--- src/rtl/flash_cmd_pkg.sv ---
package flash_cmd_pkg;
  localparam int DATA_W = 8;
  localparam int MATCH_W = 11;

  localparam logic [DATA_W-1:0] CMD_KEY1  = 8'hAA;
  localparam logic [DATA_W-1:0] CMD_KEY2  = 8'h55;
  localparam logic [DATA_W-1:0] CMD_PROG  = 8'hA0;
  localparam logic [DATA_W-1:0] CMD_SETUP = 8'h80;
  localparam logic [DATA_W-1:0] CMD_CHIP  = 8'h10;
  localparam logic [DATA_W-1:0] CMD_SECT  = 8'h30;
  localparam logic [DATA_W-1:0] CMD_ABORT = 8'hF0;

  localparam logic [MATCH_W-1:0] LOC_KEY1 = 11'h555;
  localparam logic [MATCH_W-1:0] LOC_KEY2 = 11'h2AA;

  typedef enum logic [2:0] {
    SQ_IDLE, SQ_K1, SQ_K2, SQ_PDATA, SQ_SETUP, SQ_EK1, SQ_EK2
  } seq_state_t;

  typedef enum logic [1:0] {
    EN_IDLE, EN_PROG, EN_ZERO, EN_ONES
  } eng_state_t;
endpackage

--- src/rtl/flash_bus_sampler.sv ---
module flash_bus_sampler #(
  parameter int ADDR_W = 11,
  parameter int SYNC_STAGES = 2
) (
  input  logic              clk,
  input  logic              rst_n,
  input  logic              bus_ce_n,
  input  logic              bus_we_n,
  input  logic [ADDR_W-1:0] bus_addr,
  input  logic [7:0]        bus_data,
  output logic              wr_evt,
  output logic [ADDR_W-1:0] wr_addr,
  output logic [7:0]        wr_data
);
  localparam int HIST_W = SYNC_STAGES + 1;

  logic [HIST_W-1:0] strb_q;
  logic              strb_raw, strb_now, strb_prev, strb_start, strb_end;
  logic [ADDR_W-1:0] addr_lat;

  assign strb_raw   = ~bus_ce_n & ~bus_we_n;
  assign strb_now   = strb_q[SYNC_STAGES-1];
  assign strb_prev  = strb_q[SYNC_STAGES];
  assign strb_start = strb_now & ~strb_prev;
  assign strb_end   = ~strb_now & strb_prev;

  always_ff @(posedge clk or negedge rst_n) begin
    if (!rst_n) begin
      strb_q   <= '0;
      addr_lat <= '0;
      wr_evt   <= 1'b0;
      wr_addr  <= '0;
      wr_data  <= '0;
    end else begin
      strb_q <= {strb_q[HIST_W-2:0], strb_raw};
      wr_evt <= strb_end;
      if (strb_start) addr_lat <= bus_addr;
      if (strb_end) begin
        wr_addr <= addr_lat;
        wr_data <= bus_data;
      end
    end
  end
endmodule

--- src/rtl/flash_seq_decoder.sv ---
module flash_seq_decoder
  import flash_cmd_pkg::*;
#(
  parameter int ADDR_W = 11,
  parameter int IDX_W = 4,
  parameter int SEC_SH = 2
) (
  input  logic                clk,
  input  logic                rst_n,
  input  logic                wr_evt,
  input  logic [ADDR_W-1:0]   wr_addr,
  input  logic [7:0]          wr_data,
  input  logic                eng_busy,
  output logic                prog_req,
  output logic [IDX_W-1:0]    prog_idx,
  output logic [7:0]          prog_data,
  output logic                chip_req,
  output logic                sec_req,
  output logic [IDX_W-SEC_SH-1:0] sec_sel
);
  seq_state_t       st;
  logic             evt_ok, at_key1, at_key2, is_key1, is_key2;
  logic [IDX_W-1:0] idx;

  assign evt_ok  = wr_evt & ~eng_busy;
  assign at_key1 = (wr_addr[MATCH_W-1:0] == LOC_KEY1);
  assign at_key2 = (wr_addr[MATCH_W-1:0] == LOC_KEY2);
  assign is_key1 = at_key1 && (wr_data == CMD_KEY1);
  assign is_key2 = at_key2 && (wr_data == CMD_KEY2);
  assign idx     = wr_addr[IDX_W-1:0];

  always_ff @(posedge clk or negedge rst_n) begin
    if (!rst_n) begin
      st        <= SQ_IDLE;
      prog_req  <= 1'b0;
      prog_idx  <= '0;
      prog_data <= '0;
      chip_req  <= 1'b0;
      sec_req   <= 1'b0;
      sec_sel   <= '0;
    end else begin
      prog_req <= 1'b0;
      chip_req <= 1'b0;
      sec_req  <= 1'b0;
      if (evt_ok) begin
        if (wr_data == CMD_ABORT) begin
          st <= SQ_IDLE;
        end else begin
          unique case (st)
            SQ_IDLE:  st <= is_key1 ? SQ_K1 : SQ_IDLE;
            SQ_K1:    st <= is_key2 ? SQ_K2 : SQ_IDLE;
            SQ_K2: begin
              if (at_key1 && wr_data == CMD_PROG)       st <= SQ_PDATA;
              else if (at_key1 && wr_data == CMD_SETUP) st <= SQ_SETUP;
              else                                      st <= SQ_IDLE;
            end
            SQ_PDATA: begin
              prog_req  <= 1'b1;
              prog_idx  <= idx;
              prog_data <= wr_data;
              st        <= SQ_IDLE;
            end
            SQ_SETUP: st <= is_key1 ? SQ_EK1 : SQ_IDLE;
            SQ_EK1:   st <= is_key2 ? SQ_EK2 : SQ_IDLE;
            SQ_EK2: begin
              if (at_key1 && wr_data == CMD_CHIP) begin
                chip_req <= 1'b1;
              end else if (wr_data == CMD_SECT) begin
                sec_req <= 1'b1;
                sec_sel <= idx[IDX_W-1:SEC_SH];
              end
              st <= SQ_IDLE;
            end
            default:  st <= SQ_IDLE;
          endcase
        end
      end
    end
  end
endmodule

--- src/rtl/flash_embedded_engine.sv ---
module flash_embedded_engine
  import flash_cmd_pkg::*;
#(
  parameter int WORDS = 16,
  parameter int IDX_W = 4,
  parameter int WORD_CYCLES = 8
) (
  input  logic             clk,
  input  logic             rst_n,
  input  logic             prog_req,
  input  logic [IDX_W-1:0] prog_idx,
  input  logic [7:0]       prog_data,
  input  logic             chip_req,
  input  logic [IDX_W-1:0] rd_idx,
  output logic             busy,
  output logic [7:0]       rd_data
);
  localparam int CNT_W = (WORD_CYCLES > 1) ? $clog2(WORD_CYCLES) : 1;
  localparam logic [CNT_W-1:0] LAST_CNT = CNT_W'(WORD_CYCLES - 1);
  localparam logic [IDX_W-1:0] LAST_W   = IDX_W'(WORDS - 1);

  eng_state_t       st;
  logic [CNT_W-1:0] cnt;
  logic [IDX_W-1:0] widx, tgt_idx;
  logic [7:0]       tgt_val;
  logic [7:0]       mem [WORDS];
  logic             stat7;

  assign busy  = (st != EN_IDLE);
  assign stat7 = (st == EN_PROG) ? tgt_val[7] : 1'b1;

  always_ff @(posedge clk or negedge rst_n) begin
    if (!rst_n) begin
      st      <= EN_IDLE;
      cnt     <= '0;
      widx    <= '0;
      tgt_idx <= '0;
      tgt_val <= '0;
      for (int i = 0; i < WORDS; i++) mem[i] <= 8'hFF;
    end else if (st == EN_IDLE) begin
      cnt  <= '0;
      widx <= '0;
      if (prog_req) begin
        tgt_idx <= prog_idx;
        tgt_val <= mem[prog_idx] & prog_data;
        st      <= EN_PROG;
      end else if (chip_req) begin
        st <= EN_ZERO;
      end
    end else if (cnt != LAST_CNT) begin
      cnt <= cnt + 1'b1;
    end else begin
      cnt <= '0;
      unique case (st)
        EN_PROG: begin
          mem[tgt_idx] <= tgt_val;
          st           <= EN_IDLE;
        end
        EN_ZERO: begin
          mem[widx] <= 8'h00;
          if (widx == LAST_W) begin
            widx <= '0;
            st   <= EN_ONES;
          end else begin
            widx <= widx + 1'b1;
          end
        end
        EN_ONES: begin
          mem[widx] <= 8'hFF;
          if (widx == LAST_W) st <= EN_IDLE;
          else                widx <= widx + 1'b1;
        end
        default: st <= EN_IDLE;
      endcase
    end
  end

  always_ff @(posedge clk or negedge rst_n) begin
    if (!rst_n)    rd_data <= 8'h00;
    else if (busy) rd_data <= {~stat7, 7'b0};
    else           rd_data <= mem[rd_idx];
  end
endmodule

--- src/rtl/flash_cmd_seq.sv ---
module flash_cmd_seq #(
  parameter int ADDR_W = 11,
  parameter int WORDS = 16,
  parameter int SECTOR_WORDS = 4,
  parameter int WORD_CYCLES = 8,
  localparam int IDX_W = $clog2(WORDS),
  localparam int SEC_SH = $clog2(SECTOR_WORDS),
  localparam int SEC_W = IDX_W - SEC_SH
) (
  input  logic              clk,
  input  logic              rst_n,
  input  logic              bus_ce_n,
  input  logic              bus_we_n,
  input  logic [ADDR_W-1:0] bus_addr,
  input  logic [7:0]        bus_data,
  output logic [7:0]        rd_data,
  output logic              sec_erase_req,
  output logic [SEC_W-1:0]  sec_erase_sel
);
  logic              wr_evt;
  logic [ADDR_W-1:0] wr_addr;
  logic [7:0]        wr_data;
  logic              eng_busy, prog_req, chip_req;
  logic [IDX_W-1:0]  prog_idx;
  logic [7:0]        prog_data;

  flash_bus_sampler #(.ADDR_W(ADDR_W), .SYNC_STAGES(2)) u_sampler (
    .clk(clk), .rst_n(rst_n), .bus_ce_n(bus_ce_n), .bus_we_n(bus_we_n),
    .bus_addr(bus_addr), .bus_data(bus_data),
    .wr_evt(wr_evt), .wr_addr(wr_addr), .wr_data(wr_data)
  );

  flash_seq_decoder #(.ADDR_W(ADDR_W), .IDX_W(IDX_W), .SEC_SH(SEC_SH)) u_decoder (
    .clk(clk), .rst_n(rst_n), .wr_evt(wr_evt), .wr_addr(wr_addr),
    .wr_data(wr_data), .eng_busy(eng_busy),
    .prog_req(prog_req), .prog_idx(prog_idx), .prog_data(prog_data),
    .chip_req(chip_req), .sec_req(sec_erase_req), .sec_sel(sec_erase_sel)
  );

  flash_embedded_engine #(.WORDS(WORDS), .IDX_W(IDX_W), .WORD_CYCLES(WORD_CYCLES)) u_engine (
    .clk(clk), .rst_n(rst_n), .prog_req(prog_req), .prog_idx(prog_idx),
    .prog_data(prog_data), .chip_req(chip_req),
    .rd_idx(bus_addr[IDX_W-1:0]), .busy(eng_busy), .rd_data(rd_data)
  );
endmodule

--- config.mk ---
export PLATFORM = sky130hd
export DESIGN_NAME = flash_cmd_seq
export DESIGN_NICKNAME = d
export VERILOG_FILES = /design/src/rtl/flash_cmd_pkg.sv /design/src/rtl/flash_bus_sampler.sv /design/src/rtl/flash_seq_decoder.sv /design/src/rtl/flash_embedded_engine.sv /design/src/rtl/flash_cmd_seq.sv
export SDC_FILE = /design/constraint.sdc
export NUM_CORES = 1
export LEC_CHECK = 0
export BUFFER_PORTS_ARGS = -buffer_cell sky130_fd_sc_hd__buf_2
export CAP_MARGIN = 20
export CORE_MARGIN = 2
export CORE_UTILIZATION = 60
export CTS_BUF_LIST = sky130_fd_sc_hd__clkbuf_4
export DETAILED_ROUTE_END_ITERATION = 6
export GPL_ROUTABILITY_DRIVEN = 0
export PLACE_DENSITY = 0.77
export SLEW_MARGIN = 20
export SYNTH_ARGS = -nofsm -noshare
export SYNTH_HDL_FRONTEND = slang
export SYNTH_SLANG_ARGS = --single-unit
--- constraint.sdc ---
create_clock -name clk -period 6.23 [get_ports clk]
set_clock_uncertainty 0.05 [all_clocks]
set_input_delay 0.623 -clock clk [delete_from_list [all_inputs] [get_ports clk]]
set_output_delay 0.623 -clock clk [all_outputs]
set_load 0.01 [all_outputs]
==> reports/summary.json <==
{
  "tritoncts_num_sinks": 211,
  "layout-drive-gt1-share": 0.378,
  "dr.pass1.iters": 7,
  "final_period_minus_worst_setup_slack_ns": 2.42,
  "r2r.worst_path.cells": 4,
  "post_synth_instance_area_um2": 11300,
  "die_area_um2": 19900,
  "critical-path-top-delay-family": "multiplexers",
  "largest_family_of_logic_cells_by_synthesized_area": "multiplexers",
  "timing.critical_path.cells": "mux4_2, mux2i_1, mux2_2, o21ai_0",
  "clk_transition_reported_paths_ns": 0.07,
  "synth-seq-area-share": 0.482,
  "cellPowerDensity_nw_per_um2": 235,
  "synth_compound_area_frac": 0.150,
  "yosys.area.top_type": "dfstp_2",
  "initial_standard_cell_utilization_of_the_core": 0.607,
  "row_count": 50,
  "setup_tns_ns": 0,
  "static-leakage-power_nw": 4.76,
  "post_synth_top_area_share": 0.298,
  "grt_pass1_wl_mm": 48.1,
  "finish.net_count": 1018,
  "largest_net_degree_at_the_start_of_global_routing": 150,
  "drt-initial-drc-count": 865,
  "timing.critical_path.slowest_cell_delay_ns": 1.04,
  "netlist_top_cells_area": "dfstp_2, dfrtp_1, mux4_2, o2bb2ai_1, mux2_2",
  "synthArstFlopShare": 1.00,
  "synth_area_per_cell_um2": 11.7,
  "ant_nets": 0,
  "fillCellCount": 1420,
  "clockBufferDepth": 3,
  "cp_slowest_cell": "dfrtp_2",
  "global_route_total_overflow": 0,
  "synth_edf_count": 0,
  "setup.worst_path.start_class": "flip-flop",
  "totalWireLength_mm": 30.6,
  "numPortBuffers": 33,
  "synth_adder_area_share": 0.00666,
  "synthSimpleGateAreaFrac": 0.125,
  "postSynthRegisterBits": 211,
  "fmaxAchievable_ghz": 0.413,
  "die-height_um": 141,
  "number_of_failing_hold_endpoints_at_the_final_stage": 0,
  "clock-root-buffer": "clkbuf_4",
  "grt_antenna_before_repair": 1,
  "worst_hold_path_depth": 2,
  "cell_count_after_synthesis": 960,
  "timing.max_cap.violations": 0,
  "synth-xor-area-share": 0.000776,
  "status": "completed",
  "setup.worst_path.class": "flip-flop to flip-flop",
  "slew-limit-headroom": 0.217,
  "unrepaired_setup_endpoints_after_global_routing": "no",
  "yosysWarnings": 0,
  "boundaryPins": 34,
  "area_growth_syn_to_layout_pct": 8.94,
  "drt_drc_violations_left": 0,
  "path_max_fanout": 34,
  "synth_fp_nets": 989,
  "critical_path_cell_count": 4,
  "vias_per_cell": 6.77,
  "h-tree-depth": 2,
  "critPathRequiredTime_ns": 6.75,
  "grt_util_all_layers": 0.315,
  "cts-buffers-inserted": 56,
  "placedCellCount": 1162,
  "layoutNonFillerInstCount": 1272,
  "ys.flop_type": "dfstp_2",
  "cts_tree": "yes",
  "hold_path_class": "input port to flip-flop",
  "timing_worst_slew_pin_value_ns": 1.17,
  "signal_arrival_time_at_the_worst_endpoint_ns": 2.94,
  "first_global_vias": 8460,
  "critical_path_capture_point_type": "flip-flop",
  "routedWlPerCell_um": 24.0,
  "critical_path_buf_inv_count": 0,
  "die_x_um": 141,
  "cts_post_setup_buffers_inserted": 0,
  "clock_latency_ns": 0.72,
  "hpwlAfterDp_mm": 21.3,
  "proportion_of_synthesized_area_in_mux_cells": 0.205,
  "period_utilization": 0.389,
  "ir_worst_vdd_v": 0.000188,
  "vias": 8616,
  "ys_types": 60,
  "core_outline_area_um2": 18600,
  "slew_violations": 0,
  "report.final.setup_viol": 0
}
==> cell type report <==
cell class	count	area [µm²]	area share
diodes	1	2.50	0.000204
flip-flops and latches	211	5440	0.443
clock buffers	94	706	0.0574
inverters	6	22.5	0.00183
well taps	234	293	0.0238
repair buffers	41	254	0.0207
multi-input cells	673	5510	0.448
clock inverters	12	60.1	0.00489
==> cells in the mapped netlist (9+ instances only) <==
library cell and instances:
nor4_1 10, a22o_1 42, o21ai_1 16, nand2b_1 13, mux2_2 45, a21oi_1 10, nor2_1 115, dfrtp_1 83
buf_2 12, dfstp_2 128, o2bb2ai_1 90, mux2_4 9, mux2i_1 30, mux4_2 61, clkbuf_1 30, o21ai_0 16
nor2b_1 16, nand2_1 105, nand3_1 9, buf_1 22
==> worst paths after layout <==
path,slack [ns],start,to
max,3.81,u_decoder.prog_idx[3],u_engine.tgt_val[7]
min,0.08,bus_addr[6],u_sampler.addr_lat[6]
max reg2reg,3.81,u_decoder.prog_idx[3],u_engine.tgt_val[7]
min reg2reg,0.31,u_sampler.strb_q[0],u_sampler.strb_q[1]
max in group asynchronous,4.56,rst_n,u_engine.rd_data[5]
min in group asynchronous,0.40,rst_n,u_decoder.prog_data[4]
==> cell families (layout without fill, tap and decap cells) <==
logic type                 count (synthesis)  in the layout
and+or+nand+nor                          308            308
xor gates and xnor gates                   1              1
buffers and inverters                     76            153
adders and majority gates                  6              6
muxes                                    145            145
DFF                                      211            211
AOI/OAI and AO/OA                        213            213
other                                      0              1
==> metal layers <==
metal / global-route usage / share of wire / vias up
met5: 0.0251 / 0.0021 / -
met4: 0.126 / 0.028 / 2
li1: - / - / 3710
met1: 0.425 / 0.39 / 4302
met2: 0.486 / 0.48 / 523
met3: 0.0890 / 0.11 / 79
==> placed cells by master, fill, tap and decap left out, drive strengths merged, types with 9 or more instances in the layout <==
cell type,instances
nor3,9
nand2b,13
dfstp,128
nor4,11
dfrtp,83
nor2,115
o21ai,32
clkbuf,95
nor2b,16
mux2i,30
a22o,42
mux4,61
clkinv,11
nand3,9
o2bb2ai,90
buf,37
nand2,105
a21oi,10
mux2,54
==> stage by stage <==
stage / instance area (µm²) / power, mW / worst slack (ns) / utilization / hold slack [ns]
2_1_floorplan: 11300 / 1.56 / 4.14 / - / 0.277
3_3_place_gp: 11500 / 1.62 / 3.64 / 0.618 / 0.283
3_5_place_dp: 11500 / 1.63 / 3.64 / 0.618 / 0.286
4_1_cts: 12300 / 2.92 / 3.82 / 0.661 / 0.0387
5_1_grt: 12300 / 3.00 / 3.65 / 0.661 / 0.0547
6_report: 12300 / 2.89 / 3.81 / 0.661 / 0.0801
==> what timing repair did <==
item,4_1_cts,5_1_grt
endpoints found under the hold margin,57,0
resized for setup,0,0
hold buffers,3,0
==> power by group <==
part	internal, mW	switching (mW)
Combinational	0.0684	0.0711
Clock	0.683	0.601
Sequential	1.42	0.0464
Total	2.17	0.718
Power figures use the tool's default switching activity.
